===== config.mk =====
export PLATFORM = sky130hd
export DESIGN_NAME = bus_halt_ctrl
export DESIGN_NICKNAME = d
export VERILOG_FILES = /design/src/rtl/bhc_pkg.sv /design/src/rtl/bhc_sync.sv /design/src/rtl/bhc_step.sv /design/src/rtl/bhc_gate.sv /design/src/rtl/bus_halt_ctrl.sv
export SDC_FILE = /design/constraint.sdc
export NUM_CORES = 1
export LEC_CHECK = 0
export BUFFER_PORTS_ARGS = -buffer_cell sky130_fd_sc_hd__buf_2
export CORE_AREA = 2 2 39 41
export CTS_BUF_LIST = sky130_fd_sc_hd__clkbuf_16
export DETAILED_ROUTE_END_ITERATION = 8
export DIE_AREA = 0 0 41 43
export PLACE_DENSITY = 0.53
export SETUP_SLACK_MARGIN = 0.5
export SYNTH_ARGS = -nofsm -noshare
export SYNTH_HDL_FRONTEND = slang
export SYNTH_HIERARCHICAL = 1
export SYNTH_SLANG_ARGS = --single-unit

===== constraint.sdc =====
create_clock -name clk -period 2.1 [get_ports clk]
set_clock_uncertainty 0.2 [all_clocks]
set_input_delay 0.105 -clock clk [delete_from_list [all_inputs] [get_ports clk]]
set_output_delay 0.105 -clock clk [all_outputs]
set_load 0.005 [all_outputs]

===== src/rtl/bhc_pkg.sv =====
package bhc_pkg;
   localparam int BHC_MIN_SYNC = 2;

   typedef struct packed {
      logic run;     // synchronized halt released
      logic credit;  // one stepped cycle may start
   } bhc_step_t;
endpackage


===== src/rtl/bhc_sync.sv =====
module bhc_sync #(
   parameter int   STAGES  = 2,
   parameter logic RST_VAL = 1'b1
) (
   input  logic clk,
   input  logic rst_n,
   input  logic d_i,
   output logic q_o
);
   localparam int LAST = STAGES - 1;

   if (STAGES < bhc_pkg::BHC_MIN_SYNC) begin : g_bad_stages
      $error("bhc_sync: STAGES must be at least 2");
   end

   logic [LAST:0] chain_q;

   for (genvar i = 0; i < STAGES; i++) begin : g_stage
      if (i == 0) begin : g_first
         always_ff @(posedge clk or negedge rst_n) begin
            if (!rst_n) chain_q[0] <= RST_VAL;
            else        chain_q[0] <= d_i;
         end
      end else begin : g_next
         always_ff @(posedge clk or negedge rst_n) begin
            if (!rst_n) chain_q[i] <= RST_VAL;
            else        chain_q[i] <= chain_q[i-1];
         end
      end
   end

   assign q_o = chain_q[LAST];
endmodule


===== src/rtl/bhc_step.sv =====
module bhc_step
   import bhc_pkg::*;
(
   input  logic      clk,
   input  logic      rst_n,
   input  logic      halt_rel_i,  // synchronized, 1 = released
   input  logic      start_i,     // cycle start granted this clock
   output bhc_step_t step_o
);
   logic prev_q;
   logic ran_q;
   logic credit_q;
   logic rise, fall;

   assign rise = halt_rel_i & ~prev_q;
   assign fall = prev_q & ~halt_rel_i;

   always_ff @(posedge clk or negedge rst_n) begin
      if (!rst_n) prev_q <= 1'b1;
      else        prev_q <= halt_rel_i;
   end

   // remembers whether the latest release window already ran a cycle
   always_ff @(posedge clk or negedge rst_n) begin
      if (!rst_n)                       ran_q <= 1'b0;
      else if (rise)                    ran_q <= start_i;
      else if (start_i && halt_rel_i)   ran_q <= 1'b1;
   end

   always_ff @(posedge clk or negedge rst_n) begin
      if (!rst_n)                credit_q <= 1'b0;
      else if (halt_rel_i)       credit_q <= 1'b0;
      else if (fall && !ran_q)   credit_q <= 1'b1;
      else if (start_i)          credit_q <= 1'b0;
   end

   assign step_o.run    = halt_rel_i;
   assign step_o.credit = credit_q;


   credit_used_chk: assert property (@(posedge clk) disable iff (!rst_n)
      (start_i && !halt_rel_i) |=> !credit_q);
endmodule


===== src/rtl/bhc_gate.sv =====
module bhc_gate
   import bhc_pkg::*;
(
   input  logic      clk,
   input  logic      rst_n,
   input  logic      req_i,
   input  logic      done_i,
   input  logic      stop_i,   // sticky error stop
   input  bhc_step_t step_i,
   output logic      start_o,
   output logic      oe_o
);
   logic busy_q;

   assign start_o = req_i & ~busy_q & ~stop_i & (step_i.run | step_i.credit);
   assign oe_o    = busy_q | start_o | (step_i.run & ~stop_i);

   always_ff @(posedge clk or negedge rst_n) begin
      if (!rst_n)              busy_q <= 1'b0;
      else if (start_o)        busy_q <= 1'b1;
      else if (busy_q && done_i) busy_q <= 1'b0;
   end


   start_keeps_bus_chk: assert property (@(posedge clk) disable iff (!rst_n)
      start_o |=> oe_o);

   halted_idle_float_chk: assert property (@(posedge clk) disable iff (!rst_n)
      (!busy_q && !step_i.run && !step_i.credit) |-> !oe_o);
endmodule


===== src/rtl/bus_halt_ctrl.sv =====
module bus_halt_ctrl
   import bhc_pkg::*;
#(
   parameter int SYNC_STAGES = 2,
   parameter int ADDR_OE_W   = 1,
   parameter int DATA_OE_W   = 2
) (
   input  logic                 clk,
   input  logic                 rst_n,
   input  logic                 halt_n_i,
   output logic                 halt_drive_o,
   input  logic                 fatal_err_i,
   input  logic                 cyc_req_i,
   output logic                 cyc_start_o,
   input  logic                 cyc_done_i,
   output logic [ADDR_OE_W-1:0] addr_oe_o,
   output logic [DATA_OE_W-1:0] data_oe_o
);
   if (ADDR_OE_W < 1 || DATA_OE_W < 1) begin : g_bad_width
      $error("bus_halt_ctrl: enable widths must be at least 1");
   end

   logic      err_q;
   logic      halt_rel_s;
   logic      bus_oe;
   bhc_step_t step;

   always_ff @(posedge clk or negedge rst_n) begin
      if (!rst_n) err_q <= 1'b0;
      else        err_q <= err_q | fatal_err_i;
   end

   assign halt_drive_o = err_q;

   bhc_sync #(.STAGES(SYNC_STAGES), .RST_VAL(1'b1)) u_sync (
      .clk   (clk),
      .rst_n (rst_n),
      .d_i   (halt_n_i),
      .q_o   (halt_rel_s)
   );

   bhc_step u_step (
      .clk        (clk),
      .rst_n      (rst_n),
      .halt_rel_i (halt_rel_s),
      .start_i    (cyc_start_o),
      .step_o     (step)
   );

   bhc_gate u_gate (
      .clk     (clk),
      .rst_n   (rst_n),
      .req_i   (cyc_req_i),
      .done_i  (cyc_done_i),
      .stop_i  (err_q),
      .step_i  (step),
      .start_o (cyc_start_o),
      .oe_o    (bus_oe)
   );

   for (genvar a = 0; a < ADDR_OE_W; a++) begin : g_addr_oe
      assign addr_oe_o[a] = bus_oe;
   end
   for (genvar d = 0; d < DATA_OE_W; d++) begin : g_data_oe
      assign data_oe_o[d] = bus_oe;
   end


   err_raise_chk: assert property (@(posedge clk) disable iff (!rst_n)
      fatal_err_i |=> halt_drive_o);

   err_sticky_chk: assert property (@(posedge clk) disable iff (!rst_n)
      halt_drive_o |=> halt_drive_o);

   err_no_start_chk: assert property (@(posedge clk) disable iff (!rst_n)
      halt_drive_o |-> !cyc_start_o);
endmodule


* After elaboration in Yosys (flattened, before gate mapping)
Index checks and enable logic that the tools add are counted.
** Word-level totals
- Output and inout port bits :: 5
- Register bits :: 7
- Input bits :: 6
- Logic and storage cells :: 35
** Operators by class
- Multiplexer cells :: 7
- Reduce and logical (&&, ||, !) cells :: 7
- Bitwise operators :: 14
** Operators with widths (number)
- $mux W1 :: 7
- $and A1 B1 Y1 :: 6
- $not A1 Y1 :: 4
- $or A1 B1 Y1 :: 4
- $reduce_bool A2 Y1 :: 2
- $logic_and A1 B1 Y1 :: 3
- $reduce_bool A3 Y1 :: 1
- $logic_not A1 Y1 :: 1

* Logic depth before layout (Yosys ltp)
Gate-level depths: netlist of run 1.
- Word-level depth :: 7
- Depth in mapped cells :: 5
- Mapped depth without buffers :: 4

* Modules after synthesis
Netlist of run 1, hierarchy kept.
** By module, submodules not included
- bhc_step :: cells an instance 10, sequential area each 76.3 um^2, area an instance 123.9 um^2, instances 1
- bhc_gate :: cells an instance 8, sequential area each 25.0 um^2, area an instance 73.8 um^2, instances 1
- bhc_sync :: cells an instance 2, sequential area each 52.6 um^2, area an instance 52.6 um^2, instances 1
- bus_halt_ctrl :: cells an instance 4, sequential area each 25.0 um^2, area an instance 46.3 um^2, instances 1

* Worst setup path after synthesis of run 1
No wires, ideal clock.
- Kind :: reg2reg
- Start point :: register u_sync.chain_q[1], in the netlist u_sync/q_o
- End point :: register u_step.credit_q
- Library setup time :: 0.120 ns
- Arrival :: 1.224 ns
- Slack :: 0.555 ns
- Data required time :: 1.780 ns
- Stages on the path, launching flop included :: 6
- Period minus slack after synthesis :: 1.545 ns
- Buffers on the path :: 1
- Cells stage by stage :: dfstp_2 > buf_4 > nor2_1 > nor4_1 > nand2b_1 > a21oi_1
** On the way
- Elaborated cells between the ends (all ways) :: 8
- Classes of those cells :: mux (2); bitwise (4); reduce/logical (2)
** RTL lines
- from (decl) :: line bhc_sync.sv:16 : logic [LAST:0] chain_q;
- from (signal, indexed assignment) :: line bhc_sync.sv:27 : else chain_q[i] <= chain_q[i-1];
- $or A1 B1 Y1 :: line bhc_gate.sv:15 : assign start_o = req_i & ~busy_q & ~stop_i & (step_i.run | step_i.credit);
- $and A1 B1 Y1 :: line bhc_gate.sv:15
- net cyc_start_o :: line bus_halt_ctrl.sv:14 : output logic cyc_start_o,
- $reduce_bool A3 Y1 (no line)
- to (signal assigned) :: line bhc_step.sv:32 : else if (halt_rel_i) credit_q <= 1'b0;
- to (signal assigned) :: line bhc_step.sv:33 : else if (fall && !ran_q) credit_q <= 1'b1;
- to (signal assigned) :: line bhc_step.sv:34 : else if (start_i) credit_q <= 1'b0;
- to (decl) :: line bhc_step.sv:12 : logic credit_q;
The timed path passes the listed nets, and every way through them passes these cells.
A chain may end at the register's enable or synchronous reset.

* Final worst setup path of run 1
- Start point :: register u_sync.chain_q[1], in the netlist u_sync/q_o
- End point :: output port cyc_start_o
** On the way
- Word-level cells in the longest chain between the ends :: 2
** Ends and longest elaborated chain (line)
- $or A1 B1 Y1 :: bhc_gate.sv:15
- $and A1 B1 Y1 :: bhc_gate.sv:15
- to (decl) :: bus_halt_ctrl.sv:14
Every way passes these cells.

==> results of run 1 <==
## timing repair
action / 4_1_cts / 5_1_grt
resized for setup: 1 / 5
hold buffers: 4 / 0
setup endpoints to repair: 1 / 1
pin swaps: 0 / 2
endpoints found under the hold margin: 10 / 0
buffers inserted: 0 / 4
## how the worst max path moves through the flow
stage,from,to
2_1_floorplan,u_sync/q_o,u_step/credit_q
3_3_place_gp,u_sync/q_o,u_step/credit_q
3_5_place_dp,u_sync/q_o,u_step/credit_q
4_1_cts,u_sync/q_o,cyc_start_o
5_1_grt,u_sync/q_o,data_oe_o[0]
6_report,u_sync/q_o,cyc_start_o
## through the flow
| stage | cells | util, % | setup slack (ns) |
|---|---|---|---|
| 3_5_place_dp | 46 | 24.3 | 0.588 |
| 5_1_grt | 58 | 37.3 | 0.444 |
| 6_report | 58 | 37.3 | 0.505 |
| 4_1_cts | 54 | 33.5 | 0.509 |
| 3_3_place_gp | 46 | 24.3 | 0.643 |
| 2_1_floorplan | 24 | - | 0.555 |
## kinds of logic after synthesis
| family | count (synthesis) |
|---|---|
| and+or+nand+nor | 7 |
| buffers and inverters | 5 |
| DFF | 7 |
| AOI/OAI and AO/OA | 5 |
## layout by cell type, fill, tap and decap left out, drive strengths merged
cell and instances:
a21oi 2, a22o 1, buf 14, clkbuf 3, clkinv 1, dfrtp 4, dfstp 3, dlygate4sd3 4
inv 1, nand2b 4, nor2 1, nor4 1, o21bai 1, o41ai 1, or2 1
## state kept, by name, summed over array words and instances (netlist names)
| signal | cells |
|---|---|
| halt_drive_o | 1 |
| u_gate/busy_q | 1 |
| u_step/credit_q | 1 |
| u_step/prev_q | 1 |
| u_step/ran_q | 1 |
| u_sync/chain_q | 1 |
| u_sync/q_o | 1 |
## routing by layer
layer  up-vias  track usage (%)  routed length [µm]
met1       105             7.89                 243
met5         -                0                   0
met4         0             8.00                  23
li1        114                -                   -
met2        14             10.9                 302
met3         4             6.28                  67
## power breakdown
part | total (µW) | switching [µW] | internal, µW
clock | 323 | 72.9 | 250
combinational | 27.1 | 11.2 | 15.9
sequential | 147 | 4.36 | 142
## area by class of cell
type                            count  area [µm²]
Sequential cell                     7         179
Multi-Input combinational cell     12         110
Fill cell                         128         867
Timing Repair Buffer               18         124
Tap cell                           16        20.0
Clock buffer                        3        75.1
Clock inverter                      1        5.00
Inverter                            1        3.75
==> reports/summary.txt, run 1 <==
Share of cells above drive strength 1 = 59.5%
Min Tclk post-route = 1.59 ns
Cells along the critical path = nor2_4, nor4_4, buf_2
Via count = 237
Initial antenna violation count = 0
Critical path peak fanout = 3
Maximum vdd drop = 563 µV
Post-synthesis mux area share = 0%
Main synth FF type = dfrtp_1
Final Cycle Share = 75.9%
Post-Synth XOR/XNOR Area = 0%
Mapped Avg Cell Area = 12.4 µm²
Row count = 14
DR pass1 iterations = 2
DR DRC count = 0
Hold WS = 0.0276 ns
Largest net degree at the start of global routing = 8
Pins Over Slew Limit = 0
H-tree depth = 1
FF-to-FF path depth = 5
First-pass GRT wire length = 883 µm
Netlist cell types = 12
Clk buf depth = 2
R2R Setup Slk = 0.57 ns
CP max stage cell = dfstp_2
Number of synthesized flops with an enable pin = 0
Post-synthesis compound-gate area fraction = 14.3%
ANT nets after route = 0
Async SR Flop Fraction = 100%
Avg WL per Cell = 11.0 µm
Setup tns final = 0 ns
Setup Crit Path Kind = flip-flop to primary output
CP Depth = 3
YS warnings = 6
Ant diodes = 0
Die W = 41 µm
Routability cong. = 0.635
Net count reported at finish = 49
Synth top area share = 33.8%
Buffers and inverters on the worst path = 1
Slew headroom = 85.0%
RR Startpoint = u_sync/q_o
Post-Synth Adder-Cell Area = 0%
Max Freq = 0.627 GHz
Worst path required time = 1.79 ns
TritonCTS clock tree = done
Vias in the first global route = 228
Setup violations, final = 0
Core area = 0.00138 mm²
Crit path max-delay family = flip-flops
MaxCap Viol Count = 0
Reg clk slew, reported paths = 0.04 ns
Root Buffer = clkbuf_16
Synthesized instance count = 24
Port Buffer Count = 10
HPWL after DPL = 360 µm
Worst slew pin tran = 0.222 ns
CP max stage delay = 0.57 ns
CP arrival = 1.29 ns
Placed cell areas = 337 µm²
Startpoint types = flip-flop
I/O Pins = 11
Synth Area in Simple Gates = 13.9%
Die Y = 43 µm
Die area = 0.00176 mm²
Post-route cell area = 517 µm²
Outcome = complete, no violations
Sink Count = 7
Power Total = 496 µW
Total CTS buffers = 3
Final Hold Vio Count = 0
Yosys top cell by area = dfrtp_1
Worst r2r dst = u_step/credit_q
Initial core utilization = 21.4%
Area growth from synthesis to layout = 74.3%
GRT overflow = 0
Initial DRC Count = 1
Drt total wl = 636 µm
CP endpoint kind = primary output
P_leak = 0.000241 µW
Tot GR Track Use = 8.39%
RSZ-0062 raised after global routing = true
Synth Register Bits = 7
Top cells by area, synth = dfrtp_1 (34%), dfstp_2 (27%), buf_4 (10%), nand2b_1 (8.4%), o41ai_2 (5.5%)
Mapped Area = 297 µm²
Clk_lat worst skew = 0.23 ns
Vias per cell = 4.09
Post-synth top cells = buf_4 (4), dfrtp_1 (4), nand2b_1 (4)
Fraction of the yosys area taken by sequential cells = 60.3%
Synthesized Nets = 30
Largest family of logic cells by synthesized area = compound AO/OA/AOI/OAI gates
PwrDens = 961 mW/mm²
HP Class = input port to async pin
No activity file was read; power rests on OpenSTA's default activity.
==> inputs of run 2 (changes only) <==
--- a/config.mk
+++ b/config.mk
@@ -5,12 +5,13 @@
 export SDC_FILE = /design/constraint.sdc
 export NUM_CORES = 1
 export LEC_CHECK = 0
+export ABC_AREA = 1
 export BUFFER_PORTS_ARGS = -buffer_cell sky130_fd_sc_hd__buf_2
 export CORE_AREA = 2 2 39 41
 export CTS_BUF_LIST = sky130_fd_sc_hd__clkbuf_16
 export DETAILED_ROUTE_END_ITERATION = 8
 export DIE_AREA = 0 0 41 43
-export PLACE_DENSITY = 0.53
+export PLACE_DENSITY = 0.56
 export SETUP_SLACK_MARGIN = 0.5
 export SYNTH_ARGS = -nofsm -noshare
 export SYNTH_HDL_FRONTEND = slang
==> constraint.sdc (replaced) <==
create_clock -name clk -period 1.5 [get_ports clk]
set_clock_uncertainty 0.2 [all_clocks]
set_input_delay 0.075 -clock clk [delete_from_list [all_inputs] [get_ports clk]]
set_output_delay 0.075 -clock clk [all_outputs]
set_load 0.005 [all_outputs]
==> run 2 against run 1 <==
The flow now finishes with violations (hold timing). Worst setup slack worse by 0.38 ns. Die area unchanged. Utilization down 0.36 points. First-iteration DRC count up 100%. Critical path type unchanged. Critical endpoint unchanged. Largest power group unchanged.
==> reports/summary.txt, run 2 <==
RSZ-0062 raised after global routing = true
Violated checks = hold timing
Ant diodes = 0
Commonest non-fill, non-tap cells in the layout = buf_2 (10), inv_1 (8), nand2_1 (5), dfrtp_1 (4), inv_2 (4)
Min Tclk post-route = 1.38 ns
Via count = 260
Die W = 41 µm
Area growth from synthesis to layout = 57.3%
Clk buf depth = 2
DR pass1 iterations = 4
Switching share of power = 17.2%
PwrDens = 1330 mW/mm²
Final Hold Vio Count = 1
TritonCTS clock tree = done
Netlist cell types = 10
Main synth FF type = dfrtp_1
Dpl ws = 0.199 ns
Setup violations, final = 0
Initial antenna violation count = 0
Post-synth top cells = inv_1 (10), nand2_1 (8), buf_4 (4), dfrtp_1 (4)
Cells along the critical path = inv_2, nand2_2, nand3_2, inv_2, buf_2
P_leak = 0.000282 µW
Async SR Flop Fraction = 100%
MaxCap Viol Count = 0
Vias in the first global route = 253
Port Buffer Count = 10
Fraction of the yosys area taken by sequential cells = 55.0%
Placed cell areas = 375 µm²
Row count = 14
Initial core utilization = 23.5%
Yosys top cell by area = dfrtp_1
Worst slew pin tran = 0.151 ns
Fillers = 137
Net count reported at finish = 61
Setup Crit Path Kind = flip-flop to primary output
CP max stage cell = dfstp_2
Clk_lat worst skew = 0.23 ns
Combinational power share = 4.7%
Initial DRC Count = 2
Synthesized instance count = 38
Placed insts = 60
Setup tns final = 0 ns
CP max stage delay = 0.52 ns
YS warnings = 6
Reg area = 179 µm²
Clock share of power = 65.4%
Critical path peak fanout = 2
Top cells by area, synth = dfrtp_1 (31%), dfstp_2 (24%), inv_1 (12%), buf_4 (9.2%), nand2_1 (9.2%)
ANT nets after route = 0
Outcome = finished with violations
Synth Register Bits = 7
Sequential share of power = 29.9%
Startpoint types = flip-flop
HPWL after DPL = 378 µm
Slew headroom = 89.9%
Post-route cell area = 512 µm²
Pins Over Slew Limit = 0
Commonest non-fill, non-tap cell in the layout = buf_2
Setup ws final = 0.123 ns
P_sw = 116 µW
Synthesized Nets = 44
Routability cong. = 0.642
Most frequent CP cell = inv_2
DR DRC count = 0
Mapped Avg Cell Area = 8.56 µm²
Mapped Area = 325 µm²
Internal power = 563 µW
I/O Pins = 11
Maximum vdd drop = 1120 µV
Final Cycle Share = 91.8%
GRT overflow = 0
R2R Setup Slk = 0.19 ns
Vias per cell = 3.71
Share of cells above drive strength 1 = 55.6%
Most frequent cell after synthesis = inv_1
Sink Count = 7
HP Class = input port to flip-flop
Drt total wl = 510 µm
Avg WL per Cell = 7.29 µm
CP endpoint kind = primary output
Largest net degree at the start of global routing = 8
Total CTS buffers = 3
H-tree depth = 1
CP arrival = 1.10 ns
Core area = 0.00138 mm²
Tot GR Track Use = 8.41%
Reg clk slew, reported paths = 0.03 ns
Finished Layout Cells = 70
Synth top area share = 30.8%
Number of synthesized flops with an enable pin = 0
Worst path required time = 1.22 ns
Die Y = 43 µm
Max Freq = 0.726 GHz
Multi-input gate area = 90.1 µm²
Root Buffer = clkbuf_16
Die area = 0.00176 mm²
Hold WS = -0.0849 ns
Quantity of hold-fixing buffers added after cts = 3
First-pass GRT wire length = 917 µm
==> run 2: changes by cell type after synthesis, moves of 2 or more <==
cell and delta:
inv_1 +9, nand2_1 +8, nor2_1 +2, o21ai_2 +2, nand3_1 +2, nand2b_1 -4, a21oi_1 -2
==> run 2: metal layers <==
metal | up-vias | routed length (µm) | track usage [%]
met5 | - | 0 | 0
met4 | 0 | 27 | 10.0
met3 | 2 | 36 | 3.14
met2 | 10 | 222 | 11.3
met1 | 112 | 225 | 8.61
li1 | 136 | - | -
==> run 2: cells by family after synthesis <==
kind of cell           after synthesis  share of synthesized area, %
and+or+nand+nor                     14                          17.7
buffers and inverters               15                          21.9
DFF                                  7                          55.0
AOI/OAI and AO/OA                    2                          5.39
==> run 2: area by class of cell <==
cell class | instances | share of cell area, %
tap | 16 | 3.91
clock buffer | 3 | 14.7
sequential | 7 | 35.0
multi-input combinational | 16 | 17.6
timing repair buffer | 16 | 20.0
inverter | 11 | 8.07
clock inverter | 1 | 0.733
==> run 2: path summary, 6_finish.rpt <==
check | start | endpoint | depth (start not counted)
max in group asynchronous | rst_n | u_sync/q_o | 2
min in group asynchronous | rst_n | u_step/ran_q | 2
worst max-delay path | u_sync/q_o | cyc_start_o | 5
worst max register to register | u_sync/q_o | u_step/credit_q | 8
worst min register to register | u_sync/chain_q[0] | u_sync/q_o | 0
worst min-delay path | cyc_done_i | u_gate/busy_q | 3
==> run 2: power groups by stage <==
stage	Sequential, µW	Combinational (µW)	Clock, µW
3_3_place_gp	207	22.2	0
3_5_place_dp	206	22.5	0
6_report	203	31.6	444
5_1_grt	204	36.3	464
4_1_cts	203	32.2	455
2_1_floorplan	206	18.1	0
==> run 2: timing repair <==
item                                    4_1_cts  5_1_grt
hold endpoints to repair                     10        1
endpoints found under the setup margin        8        8
gates resized for setup                       2        1
pin swaps                                     0        1
buffers inserted                              2        1
==> run 2: critical path, delay by kind of cell (launching register included) <==
kind	cells	cell delay (ns)
buffers and inverters	3	0.20
flip-flops	1	0.52
AND/OR/NAND/NOR	2	0.15
==> run 2: metrics by stage <==
stage | util, % | hold WS (ns) | power, µW
global route | 37.0 | -0.0534 | 704
finish | 37.0 | -0.0849 | 679
detailed placement | 27.1 | -0.286 | 229
CTS | 36.3 | -0.0981 | 690
floorplan | - | -0.421 | 224
global placement | 27.1 | -0.288 | 229
